--- src/rtl/wdt_pkg.sv ---
package wdt_pkg;
   typedef struct packed {
      logic rst;
      logic wake;
   } wdt_req_t;
endpackage

--- src/rtl/wdt_prescaler.sv ---
module wdt_prescaler #(
   parameter int PSC_W = 8,
   parameter int SEL_W = $clog2(PSC_W)
) (
   input  logic             clk,
   input  logic             rst_n,
   input  logic             in_tick,
   input  logic             clr,
   input  logic [SEL_W-1:0] sel,
   output logic             out_tick
);
   logic [PSC_W-1:0] cnt;
   logic [PSC_W-1:0] tap;

   if (PSC_W != (1 << SEL_W)) begin : g_bad_width
      $error("wdt_prescaler: PSC_W must equal 2**SEL_W");
   end

   for (genvar i = 0; i < PSC_W; i++) begin : g_tap
      if (i == 0) begin : g_first
         assign tap[i] = 1'b1;
      end else begin : g_rest
         assign tap[i] = &cnt[i-1:0];
      end
   end

   always_ff @(posedge clk) begin
      if (!rst_n)       cnt <= '0;
      else if (clr)     cnt <= '0;
      else if (in_tick) cnt <= cnt + 1'b1;
   end

   assign out_tick = in_tick & ~clr & tap[sel];

   assert_psc_clear_R6: assert property (@(posedge clk) disable iff (!rst_n)
      clr |=> (cnt == '0));
   assert_psc_out_needs_in_R5: assert property (@(posedge clk) disable iff (!rst_n)
      out_tick |-> in_tick);
endmodule

--- src/rtl/wdt_core.sv ---
module wdt_core #(
   parameter int PERIOD = 18,
   parameter int CNT_W  = $clog2(PERIOD)
) (
   input  logic clk,
   input  logic rst_n,
   input  logic en,
   input  logic tick,
   input  logic clr,
   output logic expire
);
   localparam logic [CNT_W-1:0] LAST = CNT_W'(PERIOD - 1);

   logic [CNT_W-1:0] cnt;

   if (PERIOD < 2) begin : g_bad_period
      $error("wdt_core: PERIOD must be at least 2");
   end

   always_ff @(posedge clk) begin
      if (!rst_n)          cnt <= '0;
      else if (clr)        cnt <= '0;
      else if (en && tick) cnt <= (cnt == LAST) ? '0 : cnt + 1'b1;
   end

   assign expire = en & tick & ~clr & (cnt == LAST);

   assert_cnt_clear_R6: assert property (@(posedge clk) disable iff (!rst_n)
      clr |=> (cnt == '0));
   assert_hold_disabled_R3: assert property (@(posedge clk) disable iff (!rst_n)
      (!en && !clr) |=> $stable(cnt));
   assert_restart_R7: assert property (@(posedge clk) disable iff (!rst_n)
      expire |=> (cnt == '0));
   assert_in_range_R7: assert property (@(posedge clk) disable iff (!rst_n)
      cnt <= LAST);
endmodule

--- src/rtl/wdt_shared_presc.sv ---
module wdt_shared_presc #(
   parameter int PSC_W        = 8,
   parameter int PERIOD       = 18,
   parameter bit REG_TMR_TICK = 1'b1,
   localparam int SEL_W       = $clog2(PSC_W),
   localparam int CNT_W       = $clog2(PERIOD)
) (
   input  logic             clk,
   input  logic             rst_n,
   input  logic             wdt_tick,
   input  logic             tmr_src_tick,
   input  logic             clear_stb,
   input  logic             sleep_stb,
   input  logic             sleep_mode,
   input  logic             wdt_en,
   input  logic             psc_to_wdt,
   input  logic [SEL_W-1:0] ratio,
   output logic             reset_req,
   output logic             wake_req,
   output logic             timeout_n,
   output logic             tmr_tick
);
   import wdt_pkg::*;

   logic     strobe;
   logic     wdt_src;
   logic     psc_in;
   logic     psc_out;
   logic     wdt_step;
   logic     tmr_next;
   logic     expire;
   wdt_req_t req_q;

   assign strobe   = clear_stb | sleep_stb;
   assign wdt_src  = wdt_tick & wdt_en;
   assign psc_in   = psc_to_wdt ? wdt_src : tmr_src_tick;
   assign wdt_step = psc_to_wdt ? psc_out : wdt_src;
   assign tmr_next = psc_to_wdt ? tmr_src_tick : psc_out;

   wdt_prescaler #(.PSC_W(PSC_W), .SEL_W(SEL_W)) u_psc (
      .clk      (clk),
      .rst_n    (rst_n),
      .in_tick  (psc_in),
      .clr      (strobe & psc_to_wdt),
      .sel      (ratio),
      .out_tick (psc_out)
   );

   wdt_core #(.PERIOD(PERIOD), .CNT_W(CNT_W)) u_core (
      .clk    (clk),
      .rst_n  (rst_n),
      .en     (wdt_en),
      .tick   (wdt_step),
      .clr    (strobe),
      .expire (expire)
   );

   always_ff @(posedge clk) begin
      if (!rst_n) begin
         req_q     <= '0;
         timeout_n <= 1'b1;
      end else begin
         req_q.rst  <= expire & ~sleep_mode;
         req_q.wake <= expire & sleep_mode;
         if (strobe)      timeout_n <= 1'b1;
         else if (expire) timeout_n <= 1'b0;
      end
   end

   assign reset_req = req_q.rst;
   assign wake_req  = req_q.wake;

   if (REG_TMR_TICK) begin : g_tmr_reg
      always_ff @(posedge clk) begin
         if (!rst_n) tmr_tick <= 1'b0;
         else        tmr_tick <= tmr_next;
      end
   end else begin : g_tmr_comb
      assign tmr_tick = tmr_next;
   end

   assert_reset_awake_R1: assert property (@(posedge clk) disable iff (!rst_n)
      reset_req |-> !$past(sleep_mode));
   assert_single_reset_R1: assert property (@(posedge clk) disable iff (!rst_n)
      reset_req |=> !reset_req);
   assert_wake_asleep_R2: assert property (@(posedge clk) disable iff (!rst_n)
      wake_req |-> $past(sleep_mode));
   assert_exclusive_R2: assert property (@(posedge clk) disable iff (!rst_n)
      $countones({reset_req, wake_req}) <= 1);
   assert_quiet_disabled_R3: assert property (@(posedge clk) disable iff (!rst_n)
      !$past(wdt_en) |-> !(reset_req || wake_req));
   assert_flag_low_R8: assert property (@(posedge clk) disable iff (!rst_n)
      (reset_req || wake_req) |-> !timeout_n);
   assert_flag_set_R8: assert property (@(posedge clk) disable iff (!rst_n)
      $past(clear_stb || sleep_stb) |-> timeout_n);
endmodule

--- config.mk ---
export PLATFORM = sky130hd
export DESIGN_NAME = wdt_shared_presc
export DESIGN_NICKNAME = d
export VERILOG_FILES = /design/src/rtl/wdt_pkg.sv /design/src/rtl/wdt_prescaler.sv /design/src/rtl/wdt_core.sv /design/src/rtl/wdt_shared_presc.sv
export SDC_FILE = /design/constraint.sdc
export NUM_CORES = 1
export LEC_CHECK = 0
export BUFFER_PORTS_ARGS = -buffer_cell sky130_fd_sc_hd__buf_4
export CORE_MARGIN = 2
export CORE_UTILIZATION = 57
export CTS_BUF_LIST = sky130_fd_sc_hd__clkbuf_16
export DETAILED_ROUTE_END_ITERATION = 10
export PLACE_DENSITY = 0.79
export SLEW_MARGIN = 25
export SYNTH_ARGS = -nofsm -noshare
export SYNTH_HDL_FRONTEND = slang
export SYNTH_SLANG_ARGS = --single-unit
--- constraint.sdc ---
create_clock -name clk -period 6 [get_ports clk]
set_input_delay 1.2 -clock clk [delete_from_list [all_inputs] [get_ports clk]]
set_output_delay 1.2 -clock clk [all_outputs]
set_load 0.1 [all_outputs]
==> results of run 1 <==
[report_power, final]
group	leakage (uW)	total [uW]	switching (uW)	internal (uW)
combinational	0.000271	24.9	14.7	10.2
clock	0.0000385	129	40.2	88.3
sequential	0.000129	108	0.978	107
total	0.000438	262	55.9	206
[stage by stage]
stage | cells | total power [uW] | util
2_1_floorplan | 99 | 124 | -
6_report | 133 | 262 | 0.741
4_1_cts | 133 | 263 | 0.741
3_5_place_dp | 129 | 135 | 0.687
3_3_place_gp | 129 | 135 | 0.687
5_1_grt | 133 | 269 | 0.741
[worst reg2reg max path: stages (launching register included)]
cell and delay [ns]:
sky130_fd_sc_hd__dfxtp_1 0.34, sky130_fd_sc_hd__ha_1 0.25, sky130_fd_sc_hd__and3_1 0.24, sky130_fd_sc_hd__ha_1 0.19, sky130_fd_sc_hd__mux2i_1 0.12, sky130_fd_sc_hd__o2bb2ai_1 0.13, sky130_fd_sc_hd__o2111a_1 0.31, sky130_fd_sc_hd__or2_2 0.34
sky130_fd_sc_hd__a32o_1 0.23
[state kept, by name, summed over array words and instances, names as in the netlist]
signal,count
wake_req,1
u_core.cnt,5
u_psc.cnt,7
tmr_tick,1
timeout_n,1
reset_req,1
[cell type report]
type / instances / area, um^2
fillers: 118 / 382
repair buffers: 15 / 113
flip-flops and latches: 16 / 320
inverters: 2 / 7.51
clock buffers: 3 / 75.1
clock inverters: 1 / 3.75
well taps: 16 / 20.0
multi-input cells: 80 / 551
[cell families (layout without fill, tap and decap cells)]
logic type,Yosys count,after routing
and+or+nand+nor,43,43
DFF,16,16
buffers and inverters,3,21
muxes,3,3
xor gates and xnor gates,4,4
AOI/OAI and AO/OA,25,25
adders and majority gates,5,5
[cells in the final DEF, fill, tap and decap left out, types with 4 or more instances in the layout]
| cell | count |
|---|---|
| sky130_fd_sc_hd__a21oi_1 | 5 |
| sky130_fd_sc_hd__buf_4 | 15 |
| sky130_fd_sc_hd__dfxtp_1 | 16 |
| sky130_fd_sc_hd__ha_1 | 5 |
| sky130_fd_sc_hd__nand2_1 | 10 |
| sky130_fd_sc_hd__nand3_1 | 8 |
| sky130_fd_sc_hd__nor2_1 | 9 |
| sky130_fd_sc_hd__o21ai_0 | 4 |
[routing by layer]
layer / vias to the layer above / track usage
met5: - / 0
met4: 0 / 0.0727
met3: 2 / 0.0375
met2: 19 / 0.391
met1: 374 / 0.249
li1: 406 / -
[final timing paths]
check | start | to | slack, ns | cells after the start
max | ratio[1] | u_core.cnt[4]$_SDFFE_PP0P_ | 3.56 | 6
min | timeout_n$_SDFFE_PP1P_ | timeout_n$_SDFFE_PP1P_ | 0.45 | 1
max reg2reg | u_psc.cnt[0]$_SDFFE_PP0P_ | u_core.cnt[4]$_SDFFE_PP0P_ | 3.74 | 8
min reg2reg | timeout_n$_SDFFE_PP1P_ | timeout_n$_SDFFE_PP1P_ | 0.45 | 1
==> results.txt, run 1 <==
Summed over all cells, the static leakage comes to 0.000438 uW. The power per cell area is 240 nW/um^2, and the number of max-capacitance violations reported is 0. In the final routing, the length of wire on met1 measures 813 um.

Setup TNS: 0 ns. The instance count of the mapped netlist is 99. The finished cells cover 1090 um^2.

The tools report the required time at the endpoint of the critical path as 6.13 ns. In this run, post-CTS hold repair placed 0 buffers. The initial antenna violation count came out at 0.

The number of buffer and inverter stages on the critical path is 1. The xor and xnor area share after synthesis is 0.0397, and the aggregate global routing overflow is 0. In this run the cell area measured after placement is 1010 um^2.

The critical path's largest stage delay is 0.37 ns. On the final layout, the worst clock skew is 0.00330 ns. In this run the mean area of a mapped cell was 8.92 um^2. The number of buffers inserted to repair setup after CTS came out at 0.

For this block, the routed nets add up to 1.83 mm of wire. The tools report the post-synthesis cell type count as 35. Counting flops with a built-in enable in the synthesized netlist gives 0.

The floorplan has 14 rows. In this run, the number of DRC markers left after iteration 0 of detailed routing was 29. The via count came out at 801. The die covers 1880 um^2. The tools report the number of global-route vias before repair as 758. The tools report the placed wire-length estimate as 1.38 mm. The count of buffers added on input and output ports is 15. The Yosys step of the flow raised 0 warnings. The run gives 0.600 as the effective utilization at floorplan. The portion of synthesized cell area occupied by the leading cell type came out at 0.363. sky130_fd_sc_hd__dfxtp_1 takes more of the synthesized area than any other cell.

The logs give 0 for the number of failing hold endpoints at the final stage and 2.57 ns for the arrival time at the worst endpoint. The commonest cells after synthesis are sky130_fd_sc_hd__dfxtp_1, sky130_fd_sc_hd__nand2_1, sky130_fd_sc_hd__nor2_1. Worst hold-check path type: reg2reg. The largest individual stage delay along the critical path comes from the cell sky130_fd_sc_hd__a221o_1. After synthesis, the cell types taking the most area are sky130_fd_sc_hd__dfxtp_1, sky130_fd_sc_hd__ha_1, sky130_fd_sc_hd__nand3_1. Counting the buffers created by CTS gives 3.

Entering global routing, the biggest net connects 10 pins. For this run, the post-layout net count is 135. The kind of cell with the highest combined delay along the critical path is compound AO/OA/AOI/OAI gates. In this run the count of I/O pins placed on the die edge is 16. Detailed-routed wire length on met2: 957 um. The worst slack after detailed placement was 3.32 ns; the floorplan die height was 43.4 um. The overall global routing resource usage is 0.213, and the worst-margin pin slew is 0.517 ns.

The share of flip-flops with an asynchronous set or reset came out at 0. The clock transition at the register clock pins on the worst setup and hold paths after CTS came out at 0.05 ns. The fraction of the cycle the final worst path needs was 0.407. Hold is met by 0.450 ns.

After synthesis, the largest family of logic cells by area is simple AND/OR/NAND/NOR gates. Derived from the worst setup path, the maximum achievable clock frequency is 409 MHz. Number of gates resized after CTS: 0. TritonCTS built the clock tree. The most common cell in the netlist was sky130_fd_sc_hd__dfxtp_1. The later pin in the worst-skew pair is clocked with a latency of 0.24 ns. The post-synthesis cell area was 883 um^2. The clock sink count came out at 16. Among all flip-flop cells after synthesis, the most frequent one is sky130_fd_sc_hd__dfxtp_1.

The floorplan step set the die width to 43.4 um. In the routed design, unresolved DRC markers number 0. The share of post-route cells with drive strength above 1 is 0.214. The worst setup path is captured at a flip-flop. The critical path goes through buf_4 > mux2i_1 > a221oi_2 > o211ai_2 > a221o_1 > a32o_1. The multiplexer area fraction after synthesis was 0.0340. The tools report the routed length on met3 as 49 um.

The flow ran to the end, and the final reports show no timing, DRC or antenna violations. The final weighted congestion in routability-driven placement is 0.811, and the number of buffers on the longest clock path is 2. The region available for standard cell placement spans 1470 um^2. The tools report the post-synthesis sequential area ratio as 0.363.

Setup repair after global routing left no endpoint under its margin. Number of storage elements in the synthesis netlist: 16. Counting every net in the synthesized netlist gives 116.

The top layer reached by signal wires is met4. The synthesized-area fraction occupied by ao, oa, aoi and oai cells is 0.225. For the relative slew slack, the log shows 0.653. The type of the worst setup path was in2reg.

VDD sags by at most 0.186 mV. Along the worst path, the maximum fanout reaches 4. Setup violations remaining at the end of the flow were counted as 0.

The post-detailed-route via-to-cell ratio is 6.02, and the routed length per placed instance is 13.8 um. The max-slew violation count came out at 0. The kind of start point of the critical path was an input pin.

The adder and majority cell fraction of the synthesized area came out at 0.0708. The cell at the root of the clock tree was sky130_fd_sc_hd__clkbuf_16. The smallest clock period supported by the final layout is computed as 2.44 ns.

The post-synthesis simple-gate area fraction is 0.254. The worst path meets setup with 3.56 ns of slack. The number of levels in the clock H-tree is 1, and the area growth from synthesis to final layout is 23.4%. The count of TritonRoute iterations in the first routing pass is 4, and the remaining number of nets flagged by the antenna check after routing is 0. The repair_antennas step left the layout with diodes totalling 0. Global-route wire length before repair: 3.10 mm.
(Power assumes the default switching activity.)
==> inputs of run 2 (changes only) <==
--- a/config.mk
+++ b/config.mk
@@ -7,10 +7,10 @@
 export LEC_CHECK = 0
 export BUFFER_PORTS_ARGS = -buffer_cell sky130_fd_sc_hd__buf_4
 export CORE_MARGIN = 2
-export CORE_UTILIZATION = 57
+export CORE_UTILIZATION = 53
 export CTS_BUF_LIST = sky130_fd_sc_hd__clkbuf_16
 export DETAILED_ROUTE_END_ITERATION = 10
-export PLACE_DENSITY = 0.79
+export PLACE_DENSITY = 0.74
 export SLEW_MARGIN = 25
 export SYNTH_ARGS = -nofsm -noshare
 export SYNTH_HDL_FRONTEND = slang
==> constraint.sdc (replaced) <==
create_clock -name clk -period 2.48 [get_ports clk]
set_input_delay 0.496 -clock clk [delete_from_list [all_inputs] [get_ports clk]]
set_output_delay 0.496 -clock clk [all_outputs]
set_load 0.1 [all_outputs]
==> results.txt, run 2 (same netlist as run 1, synthesis figures left out) <==
The run gives 0.000437 uW (was 0.000438 uW) as the leakage power. The power per cell area is 581 nW/um^2 (was 240 nW/um^2). The run gives 0 (unchanged) as the detailed-route DRC error count.

The placed wire-length estimate came out at 1.37 mm (was 1.38 mm). The post-detailed-route via-to-cell ratio is 6.01 (was 6.02), and the via count is 793 (was 801). For the switching component of the power, the log shows 134 uW (was 55.9 uW). The clock transition at the register clock pins on the worst setup and hold paths after CTS is 0.05 ns (about the same). The tools report the total of fill cells in the finished design as 119 (was 118). The nature of the critical path endpoint was a flip-flop (unchanged). For the number of design-rule violations left by the first detailed-router iteration, the log shows 17 (was 29).

Power share of the clock group: 0.489 (was 0.491). The tools report the cell at the root of the clock tree as sky130_fd_sc_hd__clkbuf_16 (unchanged). The logs give 0 (unchanged) for the aggregate global routing overflow and 0 (unchanged) for the number of buffers inserted to repair setup after CTS. The flow ran to the end, and the final reports show no timing, DRC or antenna violations. For the total CTS buffers, the log shows 3 (unchanged). Max-slew violation count: 0 (unchanged). The share of post-route cells with drive strength above 1 was 0.216 (was 0.214); the arrival time at the worst endpoint was 2.37 ns (was 2.57 ns). For the share of the core filled with cells, the log shows 0.705 (was 0.741). The logs give 0 (unchanged) for the count of hold-fix buffers inserted at cts and 1090 um^2 (about the same) for the area of all placed cells without fillers.

The floorplan die height works out to 44.8 um (was 43.4 um). The required time at the endpoint of the critical path is 2.62 ns (was 6.13 ns). The number of levels in the clock H-tree was 1 (unchanged); the maximum number of pins on one net before global-route repair was 10 (unchanged). For the setup clock skew after layout, the log shows 0.000578 ns (was 0.00330 ns). Number of max-capacitance violations reported: 0 (unchanged). The biggest fanout along the worst timing path came out at 6 (was 4).

Fraction of the cycle the final worst path needs: 0.900. TritonCTS built the clock tree. Leading cell types in the layout, fill and taps excluded: sky130_fd_sc_hd__dfxtp_1, sky130_fd_sc_hd__buf_4, sky130_fd_sc_hd__nand2_1 (unchanged).

The number of global-route vias before repair came out at 709 (was 758). For the remaining number of nets flagged by the antenna check after routing, the log shows 0 (unchanged). For the global-route wire length before repair, the log shows 3.12 mm (was 3.10 mm). Setup repair after global routing left no endpoint under its margin.

The number of placement rows came out at 14 (unchanged). Hold path endpoint: reset_req$_SDFF_PN0_ (was timeout_n$_SDFFE_PP1P_). The worst hold-check slack is 0.419 ns (was 0.450 ns), and the worst hold path stage count is 2 (was 1). The number of port buffers is 15 (unchanged), and the clock sink count is 16 (unchanged).

The run gives 880 um (was 813 um) as the routed metal-1 wirelength. Antenna cell count: 0 (unchanged). Largest registers in the final layout: u_psc.cnt: 7 flops, u_core.cnt: 5 flops (unchanged).

The floorplan die area came out at 2010 um^2 (was 1880 um^2). The clock latency at the later pin of the worst-skew pair was 0.24 ns (about the same). The die width was 44.8 um (was 43.4 um); the final period demand of the worst path was 2.23 ns. The worst hold-check path type was in2reg (was reg2reg).

The number of top-level pins is 16 (unchanged), and the count of cells along the worst register-to-register path is 8 (unchanged). The initial antenna violation count is 0 (unchanged). The run gives 0.25 ns (was 3.74 ns) as the flop-to-flop setup slack. The worst flop-to-flop path startpoint is u_psc.cnt[0]$_SDFFE_PP0P_ (unchanged). The logs give 0 (unchanged) for the number of failing hold endpoints at the final stage and 0.633 (was 0.653) for the relative slew slack. Overall global routing resource usage: 0.215 (was 0.213). The run gives 0 (unchanged) as the number of gates resized after CTS. The startpoint of the most critical hold path was sleep_mode (was timeout_n$_SDFFE_PP1P_). The effective utilization at floorplan is 0.573 (was 0.600), and the area growth from synthesis to final layout is 22.9% (was 23.4%). The final net count came out at 135 (unchanged). The kind of start point of the critical path was a flip-flop (was an input pin). The final weighted congestion in routability-driven placement is 0.841 (was 0.811), and the detailed-routed wire length on met2 is 756 um (was 957 um). The setup TNS was 0 ns (unchanged).

The share of power burned in registers is 0.416 (was 0.414). The cell-internal power came out at 496 uW (was 206 uW). The number of buffers on the longest clock path was 2 (unchanged); the number of flip-flops in the largest register was 7 (unchanged).

For the count of TritonRoute iterations in the first routing pass, the log shows 5 (was 4). Most common cell after layout, fill and taps aside: sky130_fd_sc_hd__dfxtp_1 (unchanged). The tools report the routed length on met3 as 115 um (was 49 um). The logs give 1.79 mm (was 1.83 mm) for the detailed-route wire length and 0 (unchanged) for the count of final setup violators.

Static timing analysis puts the maximum clock frequency at 448 MHz. Type of the worst setup path: reg2reg (was in2reg). For the area of the core, the log shows 1540 um^2 (was 1470 um^2). The top register by number of flip-flops was u_psc.cnt (unchanged). Placed cell area: 1010 um^2 (unchanged). Routed length per placed instance: 13.6 um (was 13.8 um).

Top layer reached by signal wires: met4 (unchanged). End of the worst register-to-register path: u_core.cnt[4]$_SDFFE_PP0P_ (unchanged). The switching power share of the total was 0.213 (was 0.214); the worst-margin pin slew was 0.547 ns (was 0.517 ns). For the maximum VDD drop, the log shows 0.454 mV (was 0.186 mV). For the fraction of power consumed by combinational cells, the log shows 0.095 (about the same).
## run 2: cell types whose count changed in the layout (fill, tap and decap cells not counted), sizes merged
cell    previous run  this run
clkinv             1         0
## run 2: how the worst max path moves through the flow
stage / endpoint / from / slack, ns / depth (start not counted)
2_1_floorplan: u_core.cnt[4]$_SDFFE_PP0P_ / u_psc.cnt[0]$_SDFFE_PP0P_ / 0.43 / 8
3_3_place_gp: u_core.cnt[4]$_SDFFE_PP0P_ / u_psc.cnt[0]$_SDFFE_PP0P_ / 0.36 / 8
3_5_place_dp: u_core.cnt[4]$_SDFFE_PP0P_ / u_psc.cnt[0]$_SDFFE_PP0P_ / 0.27 / 8
4_1_cts: u_core.cnt[4]$_SDFFE_PP0P_ / u_psc.cnt[0]$_SDFFE_PP0P_ / 0.26 / 8
5_1_grt: u_core.cnt[4]$_SDFFE_PP0P_ / u_psc.cnt[0]$_SDFFE_PP0P_ / 0.14 / 8
6_report: u_core.cnt[4]$_SDFFE_PP0P_ / u_psc.cnt[0]$_SDFFE_PP0P_ / 0.25 / 8
## run 2: critical path, stage by stage, from the launching register on
cell and delay (ns):
sky130_fd_sc_hd__dfxtp_1 0.34, sky130_fd_sc_hd__ha_1 0.24, sky130_fd_sc_hd__and3_1 0.24, sky130_fd_sc_hd__ha_1 0.20
sky130_fd_sc_hd__mux2i_1 0.13, sky130_fd_sc_hd__o2bb2ai_1 0.11, sky130_fd_sc_hd__o2111a_1 0.31, sky130_fd_sc_hd__or2_2 0.34
sky130_fd_sc_hd__a32o_1 0.22
## run 2: cell type report
| cell class | count | area (um^2) | share of cell area |
|---|---|---|---|
| multi-input cells | 80 | 551 | 0.507 |
| repair buffers | 15 | 113 | 0.104 |
| flip-flops and latches | 16 | 320 | 0.295 |
| well taps | 16 | 20.0 | 0.0184 |
| clock buffers | 3 | 75.1 | 0.0691 |
| inverters | 2 | 7.51 | 0.00691 |
## run 2: per-layer routing
layer,up-vias,track usage
met3,5,0.0400
met2,27,0.310
met4,0,0.124
met1,353,0.299
met5,-,0
li1,408,-
## run 2: power by group through the flow
| stage | Sequential [uW] | Combinational, uW | Clock (uW) |
|---|---|---|---|
| after floorplan | 272 | 28.6 | 0 |
| after global placement | 267 | 59.2 | 0 |
| after detailed placement | 267 | 59.9 | 0 |
| after CTS | 262 | 59.9 | 315 |
| after global routing | 262 | 66.4 | 320 |
| final | 262 | 60.0 | 308 |
## run 2: stage by stage
stage          total power [uW]  setup slack [ns]  instances
2_1_floorplan               301             0.431         99
3_3_place_gp                326             0.364        129
3_5_place_dp                327             0.274        129
4_1_cts                     637             0.263        132
5_1_grt                     649             0.143        132
6_report                    631             0.247        132
